## config.mk

```make
export PLATFORM = sky130hd
export DESIGN_NAME = callstk_unit
export DESIGN_NICKNAME = d
export VERILOG_FILES = /design/src/rtl/callstk_pkg.sv /design/src/rtl/callstk_ram.sv /design/src/rtl/callstk_target.sv /design/src/rtl/callstk_ctrl.sv /design/src/rtl/callstk_unit.sv
export SDC_FILE = /design/constraint.sdc
export NUM_CORES = 2
export LEC_CHECK = 0
export BUFFER_PORTS_ARGS = -buffer_cell sky130_fd_sc_hd__buf_2
export CAP_MARGIN = 5
export CORE_ASPECT_RATIO = 1.4
export CORE_MARGIN = 4
export CORE_UTILIZATION = 39
export DETAILED_ROUTE_END_ITERATION = 7
export PLACE_DENSITY = 0.65
export SLEW_MARGIN = 20
export SYNTH_ARGS = -nofsm -noshare
export SYNTH_HDL_FRONTEND = slang
export SYNTH_SLANG_ARGS = --single-unit
```

## constraint.sdc

```tcl
create_clock -name clk -period 5.8 [get_ports clk]
set_input_delay 1.16 -clock clk [delete_from_list [all_inputs] [get_ports clk]]
set_output_delay 1.16 -clock clk [all_outputs]
set_load 0.01 [all_outputs]
```

## src/rtl/callstk_pkg.sv

```systemverilog
package callstk_pkg;

   localparam int PC_W = 22;

   typedef enum logic [2:0] {
      OP_RCALL  = 3'd0,
      OP_CALL   = 3'd1,
      OP_ICALL  = 3'd2,
      OP_EICALL = 3'd3,
      OP_RET    = 3'd4,
      OP_RETI   = 3'd5,
      OP_PUSH   = 3'd6,
      OP_POP    = 3'd7
   } stk_op_e;

   localparam logic [2:0] CYC_SHORT_CALL = 3'd3;
   localparam logic [2:0] CYC_LONG_CALL  = 3'd4;
   localparam logic [2:0] CYC_RETURN     = 3'd4;
   localparam logic [2:0] CYC_BYTE       = 3'd2;

   function automatic logic is_write_op(input stk_op_e op);
      return (op != OP_RET) && (op != OP_RETI) && (op != OP_POP);
   endfunction

   function automatic logic is_return_op(input stk_op_e op);
      return (op == OP_RET) || (op == OP_RETI);
   endfunction

endpackage

```

## src/rtl/callstk_ram.sv

```systemverilog
module callstk_ram #(
   parameter int AW = 8
) (
   input  logic          clk,
   input  logic          we,
   input  logic [AW-1:0] addr,
   input  logic [7:0]    wdata,
   output logic [7:0]    rdata
);
   localparam int DEPTH = 1 << AW;

   logic [7:0] mem_q [DEPTH];

   always_ff @(posedge clk) begin
      if (we) begin
         mem_q[addr] <= wdata;
      end
   end

   assign rdata = mem_q[addr];

endmodule

```

## src/rtl/callstk_target.sv

```systemverilog
module callstk_target
   import callstk_pkg::*;
#(
   parameter int PMEM_AW = 16,
   parameter bit WIDE_EN = 1'b1
) (
   input  stk_op_e         op,
   input  logic            wide_mode,
   input  logic [PC_W-1:0] cur_pc,
   input  logic [PC_W-1:0] imm,
   input  logic [15:0]     zptr,
   input  logic [5:0]      zext,
   output logic [PC_W-1:0] target,
   output logic [PC_W-1:0] ret_addr,
   output logic [1:0]      nbytes,
   output logic [2:0]      cycles
);
   localparam logic [PC_W-1:0] PC_MASK = PC_W'((64'd1 << PMEM_AW) - 64'd1);

   logic            wide_eff;
   logic [PC_W-1:0] pc_inc1;
   logic [PC_W-1:0] pc_inc2;
   logic [PC_W-1:0] rel_tgt;
   logic [PC_W-1:0] raw_tgt;
   logic [PC_W-1:0] raw_ret;
   logic [2:0]      base_cyc;
   logic            mode_extra;

   generate
      if (WIDE_EN) begin : g_wide
         assign wide_eff = wide_mode;
      end else begin : g_narrow
         logic unused_wide;
         assign unused_wide = wide_mode;
         assign wide_eff    = 1'b0;
      end
   endgenerate

   assign pc_inc1 = cur_pc + PC_W'(1);
   assign pc_inc2 = cur_pc + PC_W'(2);
   assign rel_tgt = pc_inc1 + {{(PC_W-12){imm[11]}}, imm[11:0]};

   always_comb begin
      raw_tgt    = pc_inc1;
      raw_ret    = pc_inc1;
      base_cyc   = CYC_BYTE;
      mode_extra = 1'b0;
      nbytes     = 2'd1;
      unique case (op)
         OP_RCALL: begin
            raw_tgt    = rel_tgt;
            base_cyc   = CYC_SHORT_CALL;
            mode_extra = 1'b1;
         end
         OP_CALL: begin
            raw_tgt    = imm;
            raw_ret    = pc_inc2;
            base_cyc   = CYC_LONG_CALL;
            mode_extra = 1'b1;
         end
         OP_ICALL: begin
            raw_tgt    = {6'd0, zptr};
            base_cyc   = CYC_SHORT_CALL;
            mode_extra = 1'b1;
         end
         OP_EICALL: begin
            raw_tgt    = {zext, zptr};
            base_cyc   = CYC_LONG_CALL;
            mode_extra = 1'b1;
         end
         OP_RET, OP_RETI: begin
            base_cyc   = CYC_RETURN;
            mode_extra = 1'b1;
         end
         default: begin
            base_cyc = CYC_BYTE;
         end
      endcase
      if (mode_extra) begin
         nbytes = wide_eff ? 2'd3 : 2'd2;
      end
   end

   assign target   = raw_tgt & PC_MASK;
   assign ret_addr = raw_ret & PC_MASK;
   assign cycles   = base_cyc + {2'd0, mode_extra & wide_eff};

endmodule

```

## src/rtl/callstk_ctrl.sv

```systemverilog
module callstk_ctrl
   import callstk_pkg::*;
#(
   parameter int          PMEM_AW  = 16,
   parameter int          MEM_AW   = 8,
   parameter int          SP_W     = 16,
   parameter logic [15:0] SP_RESET = 16'h00FF
) (
   input  logic              clk,
   input  logic              rst_n,
   input  logic              op_valid,
   input  stk_op_e           op,
   input  logic [PC_W-1:0]   target,
   input  logic [PC_W-1:0]   ret_addr,
   input  logic [1:0]        nbytes,
   input  logic [2:0]        cycles,
   input  logic [7:0]        reg_byte,
   input  logic [7:0]        rd_data,
   output logic              mem_we,
   output logic [MEM_AW-1:0] mem_addr,
   output logic [7:0]        mem_wdata,
   output logic              busy,
   output logic              done,
   output logic [PC_W-1:0]   next_pc,
   output logic [7:0]        pop_data,
   output logic              ie_set,
   output logic [2:0]        op_cycles,
   output logic [SP_W-1:0]   sp
);
   localparam logic [23:0] ACC_MASK = 24'((64'd1 << PMEM_AW) - 64'd1);

   stk_op_e         kind_q;
   logic [1:0]      cnt_q;
   logic [23:0]     shift_q;
   logic [23:0]     acc_q;
   logic [23:0]     acc_nxt;
   logic [PC_W-1:0] target_q;
   logic [2:0]      cyc_q;
   logic [SP_W-1:0] sp_inc;
   logic            wr_kind;
   logic            rd_kind;

   assign wr_kind   = busy && is_write_op(kind_q);
   assign rd_kind   = busy && !is_write_op(kind_q);
   assign sp_inc    = sp + SP_W'(1);
   assign mem_we    = wr_kind;
   assign mem_addr  = wr_kind ? MEM_AW'(sp) : MEM_AW'(sp_inc);
   assign mem_wdata = shift_q[7:0];
   assign acc_nxt   = {acc_q[15:0], rd_data};

   always_ff @(posedge clk or negedge rst_n) begin
      if (!rst_n) begin
         busy      <= 1'b0;
         done      <= 1'b0;
         ie_set    <= 1'b0;
         kind_q    <= OP_RCALL;
         cnt_q     <= 2'd0;
         shift_q   <= '0;
         acc_q     <= '0;
         target_q  <= '0;
         cyc_q     <= '0;
         next_pc   <= '0;
         pop_data  <= '0;
         op_cycles <= '0;
         sp        <= SP_W'(SP_RESET);
      end else begin
         done   <= 1'b0;
         ie_set <= 1'b0;
         if (!busy && op_valid) begin
            busy     <= 1'b1;
            kind_q   <= op;
            cnt_q    <= nbytes;
            shift_q  <= (op == OP_PUSH) ? {16'd0, reg_byte} : {2'd0, ret_addr};
            acc_q    <= '0;
            target_q <= target;
            cyc_q    <= cycles;
         end else if (busy) begin
            if (wr_kind) begin
               sp      <= sp - SP_W'(1);
               shift_q <= shift_q >> 8;
            end else begin
               sp    <= sp_inc;
               acc_q <= acc_nxt;
            end
            cnt_q <= cnt_q - 2'd1;
            if (cnt_q == 2'd1) begin
               busy      <= 1'b0;
               done      <= 1'b1;
               op_cycles <= cyc_q;
               ie_set    <= (kind_q == OP_RETI);
               if (is_return_op(kind_q)) begin
                  next_pc <= PC_W'(acc_nxt & ACC_MASK);
               end else begin
                  next_pc <= target_q;
               end
               if (kind_q == OP_POP) begin
                  pop_data <= rd_data;
               end
            end
         end
      end
   end

   // R1 (push) and R3 (call frames): each written byte lowers SP by one
   p_wr_dec_r1: assert property (@(posedge clk) disable iff (!rst_n)
      wr_kind |=> (sp == $past(sp) - SP_W'(1)));

   // R2 (pop) and R4 (return frames): each read raises SP first
   p_rd_inc_r2: assert property (@(posedge clk) disable iff (!rst_n)
      rd_kind |=> (sp == $past(sp) + SP_W'(1)));

   p_done_idle_r12: assert property (@(posedge clk) disable iff (!rst_n)
      done |-> !busy);

endmodule

```

## src/rtl/callstk_unit.sv

```systemverilog
module callstk_unit
   import callstk_pkg::*;
#(
   parameter int          PMEM_AW  = 16,
   parameter int          MEM_AW   = 8,
   parameter int          SP_W     = 16,
   parameter logic [15:0] SP_RESET = 16'h00FF,
   parameter bit          WIDE_EN  = 1'b1
) (
   input  logic        clk,
   input  logic        rst_n,
   input  logic        op_valid,
   input  logic [2:0]  op_code,
   input  logic        wide_pc,
   input  logic [21:0] cur_pc,
   input  logic [21:0] imm_addr,
   input  logic [15:0] z_ptr,
   input  logic [5:0]  z_ext,
   input  logic [7:0]  reg_byte,
   output logic        busy,
   output logic        done,
   output logic [21:0] next_pc,
   output logic [7:0]  pop_data,
   output logic        ie_set,
   output logic [2:0]  op_cycles,
   output logic [15:0] stk_ptr
);
   localparam logic [PC_W-1:0] PC_MASK = PC_W'((64'd1 << PMEM_AW) - 64'd1);

   generate
      if (PMEM_AW < 8 || PMEM_AW > PC_W) begin : g_bad_pmem
         $error("PMEM_AW must lie between 8 and 22");
      end
      if (MEM_AW < 4 || MEM_AW > 12) begin : g_bad_mem
         $error("MEM_AW must lie between 4 and 12");
      end
      if (SP_W != 16) begin : g_bad_sp
         $error("SP_W must be 16");
      end
   endgenerate

   stk_op_e           op_e;
   logic [PC_W-1:0]   target;
   logic [PC_W-1:0]   ret_addr;
   logic [1:0]        nbytes;
   logic [2:0]        cycles;
   logic              mem_we;
   logic [MEM_AW-1:0] mem_addr;
   logic [7:0]        mem_wdata;
   logic [7:0]        mem_rdata;

   assign op_e = stk_op_e'(op_code);

   callstk_target #(.PMEM_AW(PMEM_AW), .WIDE_EN(WIDE_EN)) target_i (
      .op(op_e), .wide_mode(wide_pc), .cur_pc(cur_pc), .imm(imm_addr),
      .zptr(z_ptr), .zext(z_ext), .target(target), .ret_addr(ret_addr),
      .nbytes(nbytes), .cycles(cycles)
   );

   callstk_ctrl #(
      .PMEM_AW(PMEM_AW), .MEM_AW(MEM_AW), .SP_W(SP_W), .SP_RESET(SP_RESET)
   ) ctrl_i (
      .clk(clk), .rst_n(rst_n), .op_valid(op_valid), .op(op_e),
      .target(target), .ret_addr(ret_addr), .nbytes(nbytes), .cycles(cycles),
      .reg_byte(reg_byte), .rd_data(mem_rdata), .mem_we(mem_we),
      .mem_addr(mem_addr), .mem_wdata(mem_wdata), .busy(busy), .done(done),
      .next_pc(next_pc), .pop_data(pop_data), .ie_set(ie_set),
      .op_cycles(op_cycles), .sp(stk_ptr)
   );

   callstk_ram #(.AW(MEM_AW)) ram_i (
      .clk(clk), .we(mem_we), .addr(mem_addr), .wdata(mem_wdata),
      .rdata(mem_rdata)
   );

   p_pc_masked_r10: assert property (@(posedge clk) disable iff (!rst_n)
      done |-> ((next_pc & ~PC_MASK) == '0));

   p_ie_with_done_r6: assert property (@(posedge clk) disable iff (!rst_n)
      ie_set |-> done);

   p_reti_cycles_r5: assert property (@(posedge clk) disable iff (!rst_n)
      ie_set |-> (op_cycles == 3'd4 || op_cycles == 3'd5));

   p_cycle_range_r11: assert property (@(posedge clk) disable iff (!rst_n)
      done |-> (op_cycles >= 3'd2 && op_cycles <= 3'd5));

endmodule

```

== Word-level counts from Yosys, hierarchy flattened ==
Memories as Yosys holds them, arrays and structs flattened.
Cells that the tools add are included.

* Memories: 1
* Bits in latches: 0
* Output and inout port bits: 52
* Flip-flop bits (word level): 108
* RAM bits: 2048
* ROM bits: 0

{| class="wikitable"
|+ Memory list
! memory !! depth !! width !! rd ports !! clocked after Yosys merged registers in !! write ports !! RTL line !! source
|-
| ram_i.mem_q || 256 || 8 || 1 || 0 || 1 || callstk_ram.sv:12 || <nowiki>logic [7:0] mem_q [DEPTH];</nowiki>
|}

* Divide/modulo/power cells: 0
* Bitwise gates (word level): 2
* Reductions and logical operators: 17
* $mul: 0
* $lt $le $gt $ge: 0
* Add/subtract/negate cells: 7
* Mux-type cells: 29
* Equal/unequal tests: 14
* Shifts and indexed selects: 0

{| class="wikitable"
|+ Operator list
! cell !! number
|-
| $mux 24 || 3
|-
| $mux 16 || 4
|-
| $pmux 16 s4 || 1
|-
| $add 16x1->16 const B || 2
|-
| $mux 8 || 4
|-
| $eq 3x3->1 const B || 6
|-
| $add 16x16->16 || 1
|-
| $add 16x2->16 const B || 1
|-
| $sub 16x1->16 const B || 1
|-
| $mux 1 || 13
|-
| $ne 3x3->1 const B || 3
|-
| $eq 3x2->1 const B || 2
|-
| $mux 2 || 3
|-
| $pmux 3 s2 || 1
|-
| $reduce_and 2->1 || 3
|-
| $reduce_or 6->1 || 1
|-
| $logic_and 1x1->1 || 4
|-
| $reduce_and 4->1 || 1
|-
| $reduce_bool 2->1 || 2
|-
| $reduce_or 4->1 || 1
|-
| $add 3x1->3 || 1
|-
| $eq 3x1->1 const B || 1
|-
| $logic_not 3->1 || 1
|-
| $reduce_and 3->1 || 1
|-
| other kinds (8) || 8
|}

== Depth between registers and ports, before layout ==
An unclocked memory read counts as a cell.

* Word-level depth: 9
* Gate-level depth with buffers: 18
* Depth with buffers taken out: 15

== Modules after synthesis ==
From an unflattened synthesis, not the netlist that was laid out.

* Cell total of the unflattened synthesis: 4359
* Area, all modules: 85502.0 µm²

{| class="wikitable"
|+ By module, submodules not included
! module !! instances !! sequential area each (µm²) !! cells each !! area each (µm²)
|-
| callstk_ram || 1 || 61499.0 || 3539 || 78332.6
|-
| callstk_ctrl || 1 || 2812.7 || 528 || 5181.2
|-
| callstk_target || 1 || 0.0 || 292 || 1988.2
|}

== Worst setup path before layout ==
No wires, ideal clock.

* Kind: register to register
* Start point: register ctrl_i.kind_q[1]
* End point: register ctrl_i.next_pc[3]
* Period minus slack after synthesis: 4.440 ns
* Arrival time: 4.308 ns
* Buffers on the path: 7
* Setup time: 0.132 ns
* Cell stages (with the launch flop): 18
* Slack: 1.360 ns
* Cells stage by stage: dfrtp_1 > buf_2 > and2b_4 > o21ai_2 > clkbuf_1 > clkbuf_1 > ha_1 > clkinv_1 > clkbuf_1 > buf_2 > buf_2 > buf_1 > mux2i_1 > o22ai_1 > o21ai_0 > o21ai_0 > nor4_2 > o21ai_1

* Longest elaborated chain between the ends: 7

{| class="wikitable"
|+ Ends and longest elaborated chain
! what !! RTL line !! source
|-
| from (decl) || callstk_ctrl.sv:32 || <nowiki>stk_op_e kind_q;</nowiki>
|-
| from (signal assigned) || callstk_ctrl.sv:71 || <nowiki>kind_q <= op;</nowiki>
|-
| $ne 3x3->1, on equally long branches || n/a ||
|-
| $logic_and 1x1->1 (2 in series) || callstk_pkg.sv:22 || <nowiki>return (op != OP_RET) && (op != OP_RETI) && (op != OP_POP);</nowiki>
|-
| $logic_and 1x1->1 || callstk_ctrl.sv:43 || <nowiki>assign wr_kind = busy && is_write_op(kind_q);</nowiki>
|-
| $mux 8 || callstk_ctrl.sv:47 || <nowiki>assign mem_addr = wr_kind ? MEM_AW'(sp) : MEM_AW'(sp_inc);</nowiki>
|-
| $mem_v2 256x8 || n/a ||
|-
| $mux 16 (*) || callstk_ctrl.sv:91 || <nowiki>if (is_return_op(kind_q)) begin</nowiki>
|-
| to (signal assigned) || callstk_ctrl.sv:92 || <nowiki>next_pc <= PC_W'(acc_nxt & ACC_MASK);</nowiki>
|-
| to (signal assigned) || callstk_ctrl.sv:94 || <nowiki>next_pc <= target_q;</nowiki>
|-
| to (decl) || callstk_ctrl.sv:24 || <nowiki>output logic [PC_W-1:0] next_pc,</nowiki>
|}

Mark *: on every way between the ends. The rest lies on a longest branch, timed or not.
A chain may end at the register's enable or synchronous reset.

== Worst setup path in the final report ==
* Start point: register ctrl_i.sp[1]
* End point: register ctrl_i.pop_data[0]

* Longest elaborated chain between the ends: 3

{| class="wikitable"
|+ Ends and longest elaborated chain
! what !! RTL line !! source
|-
| from (decl) || callstk_ctrl.sv:28 || <nowiki>output logic [SP_W-1:0] sp</nowiki>
|-
| from (signal assigned) || callstk_ctrl.sv:65 || <nowiki>sp <= SP_W'(SP_RESET);</nowiki>
|-
| from (signal assigned) || callstk_ctrl.sv:79 || <nowiki>sp <= sp - SP_W'(1);</nowiki>
|-
| from (signal assigned) || callstk_ctrl.sv:82 || <nowiki>sp <= sp_inc;</nowiki>
|-
| $add 16x1->16 || callstk_ctrl.sv:45 || <nowiki>assign sp_inc = sp + SP_W'(1);</nowiki>
|-
| $mux 8 (*) || callstk_ctrl.sv:47 ||
|-
| $mem_v2 256x8 (*) || n/a ||
|-
| to (signal assigned) || callstk_ctrl.sv:97 || <nowiki>pop_data <= rd_data;</nowiki>
|-
| to (decl) || callstk_ctrl.sv:25 || <nowiki>output logic [7:0] pop_data,</nowiki>
|}

Marked as above.

==> results.json <==
{
  "crit_path_max_incr_delay_ns": 0.86,
  "die_height_um": 565.3,
  "viasPerCell": 6.087,
  "clock-sinks": 2142,
  "max-cap-violations": 0,
  "r2r_slack_ns": 0.35,
  "cts_inserted_buffers": 191,
  "cts_setup_buffers": 0,
  "cts_resized": 0,
  "final_core_util": 0.4449,
  "die_w_um": 406.1,
  "stdcell_count": 8338,
  "synthesis.area_sq_mm": 0.08652,
  "rows": 204,
  "worst_ep_arrival_time_ns": 6.14,
  "reg2reg_depth": 12,
  "syn_avg_cell_area_sq_um": 17.33,
  "ys_async_sr_fraction": 0.04388,
  "period_share": 0.9391,
  "synthDistinctLibCells": 96,
  "dieArea_sq_mm": 0.2296,
  "fillers": 18760,
  "ys_warn_count": 0,
  "crit_cells": 12,
  "wl_per_cell_um": 32.68,
  "clkLatencyLatePin_ns": 0.84,
  "finClkSkew_ns": 0.03083,
  "track_usage": 0.2344,
  "placed_cells": 7981,
  "cts_tree": "built",
  "core_sq_mm": 0.2208,
  "cp-start-kind": "flop",
  "min_period_ns": 5.447,
  "synth_top_area_cell": "edfxtp_1",
  "slew_violations": 0,
  "hold_class": "in -> async",
  "ir_drop_mv": 0.5580,
  "io_pins": 133,
  "io_buffers": 108,
  "hpwl_um": 176900,
  "r2r-start": "ctrl_i.sp[1]$_DFFE_PN1P_",
  "synth_edf_count": 2048,
  "grt_first_pass_wirelength_um": 380900,
  "final_common_cell": "edfxtp_1",
  "max_freq_mhz": 183.6,
  "critPathRequiredTime_ns": 6.49,
  "worstMarginPinSlew_ns": 1.246,
  "ys.flop_type": "edfxtp_1",
  "grt_pass1_vias": 49300,
  "mostFrequentLayoutCells": "edfxtp_1, nand2_1, mux4_2",
  "p_leak_nw": 31.77,
  "syn_inst": 4994,
  "seq_area_frac_synth": 0.7381,
  "nNetsFinal": 5400,
  "worst_path_dominant_cell_family": "simple AND/OR/NAND/NOR gates",
  "syn_to_final_growth_pct": 13.52,
  "cts_root_buf": "clkbuf_16",
  "cp_max_fo": 18,
  "routed_wirelength_um": 272500,
  "cts.path.max_buffers": 4,
  "antenna_found_initial": 13,
  "ys_ff_latch": 2142,
  "vias": 50750,
  "drive_gt1_frac": 0.2104,
  "cp_num_buf_inv": 2,
  "run_status": "complete, no violations",
  "cts-hold-fix-buffers": 0,
  "slew_headroom": 0.1560,
  "synth_area_leaders": "edfxtp_1, mux4_2, dfrtp_1",
  "cpMostUsedCell": "nor2_4",
  "initial_core_util": 0.3919,
  "critical_path_class": "reg -> reg",
  "final_hold_viol_count": 0,
  "cts_max_level": 4,
  "gp_congestion": 0.9732,
  "setup-violations-final": 0,
  "drtPass1Iterations": 8,
  "drt_iter0_markers": 7301,
  "fin_tns_setup_ns": 0,
  "multi_input_area_sq_mm": 0.02122,
  "grt_max_degree": 210,
  "critPathCaptureType": "flop",
  "postRouteAntennaNets": 0,
  "path_cells": "ha_1, inv_1, nor4_1, buf_4, nor2_4, nor2_4, a32oi_1, and3_1, a31oi_1, o211ai_1, nor4b_2, o21ai_0",
  "grt_remaining_overflow": 0,
  "rsz0062_at_grt": "no",
  "route.detailed.drc": 0,
  "slowest_stage": "nor4b_2",
  "power.density_mw_per_mm2": 635.8,
  "register_area_sq_mm": 0.06389,
  "clkTransAtPathRegs_ns": 0.07,
  "synth.top_cell.area_share": 0.7108,
  "r2r_end": "ctrl_i.pop_data[0]$_DFFE_PN0P_"
}
-- cell usage after synthesis (34+ instances only) --
library cell,count
nand4_1,34
clkbuf_1,130
buf_4,48
a22oi_1,58
o22ai_1,44
mux4_2,376
a211oi_1,50
nor2_1,365
nand3_1,125
a31oi_1,48
edfxtp_1,2048
buf_2,102
nor3_1,38
mux2i_1,151
and3_1,62
o21ai_0,93
a21oi_1,80
nand2_1,522
xnor2_1,34
a32oi_1,50
dfrtp_1,86
-- per-stage QoR --
stage | total power (W) | instance area (sq um) | setup WS, ns | hold slack [ns]
final | 0.06245 | 98220 | 0.3532 | 0.3630
after global routing | 0.06398 | 98170 | 0.1993 | 0.4140
after floorplan | 0.03708 | 86540 | 1.360 | 0.4386
after CTS | 0.06187 | 98130 | 0.5831 | 0.3714
after detailed placement | 0.04932 | 92010 | 0.6430 | 0.4593
after global placement | 0.04903 | 91990 | 0.7242 | 0.4578
-- flip-flops by register name, summed over array words and instances (netlist names), 8 cells and up --
name             count
ctrl_i.target_q     16
ctrl_i.acc_q         8
ctrl_i.sp           16
ctrl_i.shift_q      16
ram_i.mem_q       2048
ctrl_i.pop_data      8
ctrl_i.next_pc      16
-- cell families after synthesis --
family                   Yosys count  synth area share
flip-flops                      2142            0.7381
AND/OR/NAND/NOR                 1263           0.06451
AO/OA/AOI/OAI                    634           0.05229
multiplexers                     531            0.1159
buffers and inverters            336           0.01909
XOR/XNOR                          59          0.005972
adder cells (fa/ha/maj)           28          0.004136
other                              1        0.00004334
-- power breakdown --
group / internal, W / leakage, nW / total (W) / switching [W]
combinational: 0.0101 / 9.10 / 0.0290 / 0.0189
sequential: 0.0197 / 19.7 / 0.0208 / 0.00111
clock: 0.00714 / 3.00 / 0.0127 / 0.00556
-- cell type report --
type | instances | area share
repair buffers | 406 | 0.03266
multi-input cells | 2521 | 0.2161
clock inverters | 113 | 0.01139
clock buffers | 222 | 0.05093
diodes | 21 | 0.0005350
flip-flops and latches | 2142 | 0.6505
well taps | 2884 | 0.03674
inverters | 29 | 0.001159
-- metal layers --
layer  vias to the layer above  wire [um]  GRT usage
met2                      3282     131300     0.3820
li1                      20550          -          -
met1                     26100      91420     0.2764
met5                         -         20          0
met4                         4      22930     0.1638
met3                       815      26810    0.05232
-- worst max-delay path by stage --
stage                                            start                             end  slack (ns)
after detailed placement  ctrl_i.kind_q[2]$_DFFE_PN0P_   ctrl_i.next_pc[0]$_DFFE_PN0P_        0.64
after global placement    ctrl_i.kind_q[2]$_DFFE_PN0P_  ctrl_i.pop_data[0]$_DFFE_PN0P_        0.72
final                         ctrl_i.sp[1]$_DFFE_PN1P_  ctrl_i.pop_data[0]$_DFFE_PN0P_        0.35
after global routing          ctrl_i.sp[1]$_DFFE_PN1P_     ctrl_i.acc_q[0]$_DFFE_PN0P_        0.20
after CTS                 ctrl_i.kind_q[2]$_DFFE_PN0P_   ctrl_i.next_pc[0]$_DFFE_PN0P_        0.58
after floorplan           ctrl_i.kind_q[1]$_DFFE_PN0P_   ctrl_i.next_pc[3]$_DFFE_PN0P_        1.36
No activity file was read; power rests on OpenSTA's default activity.
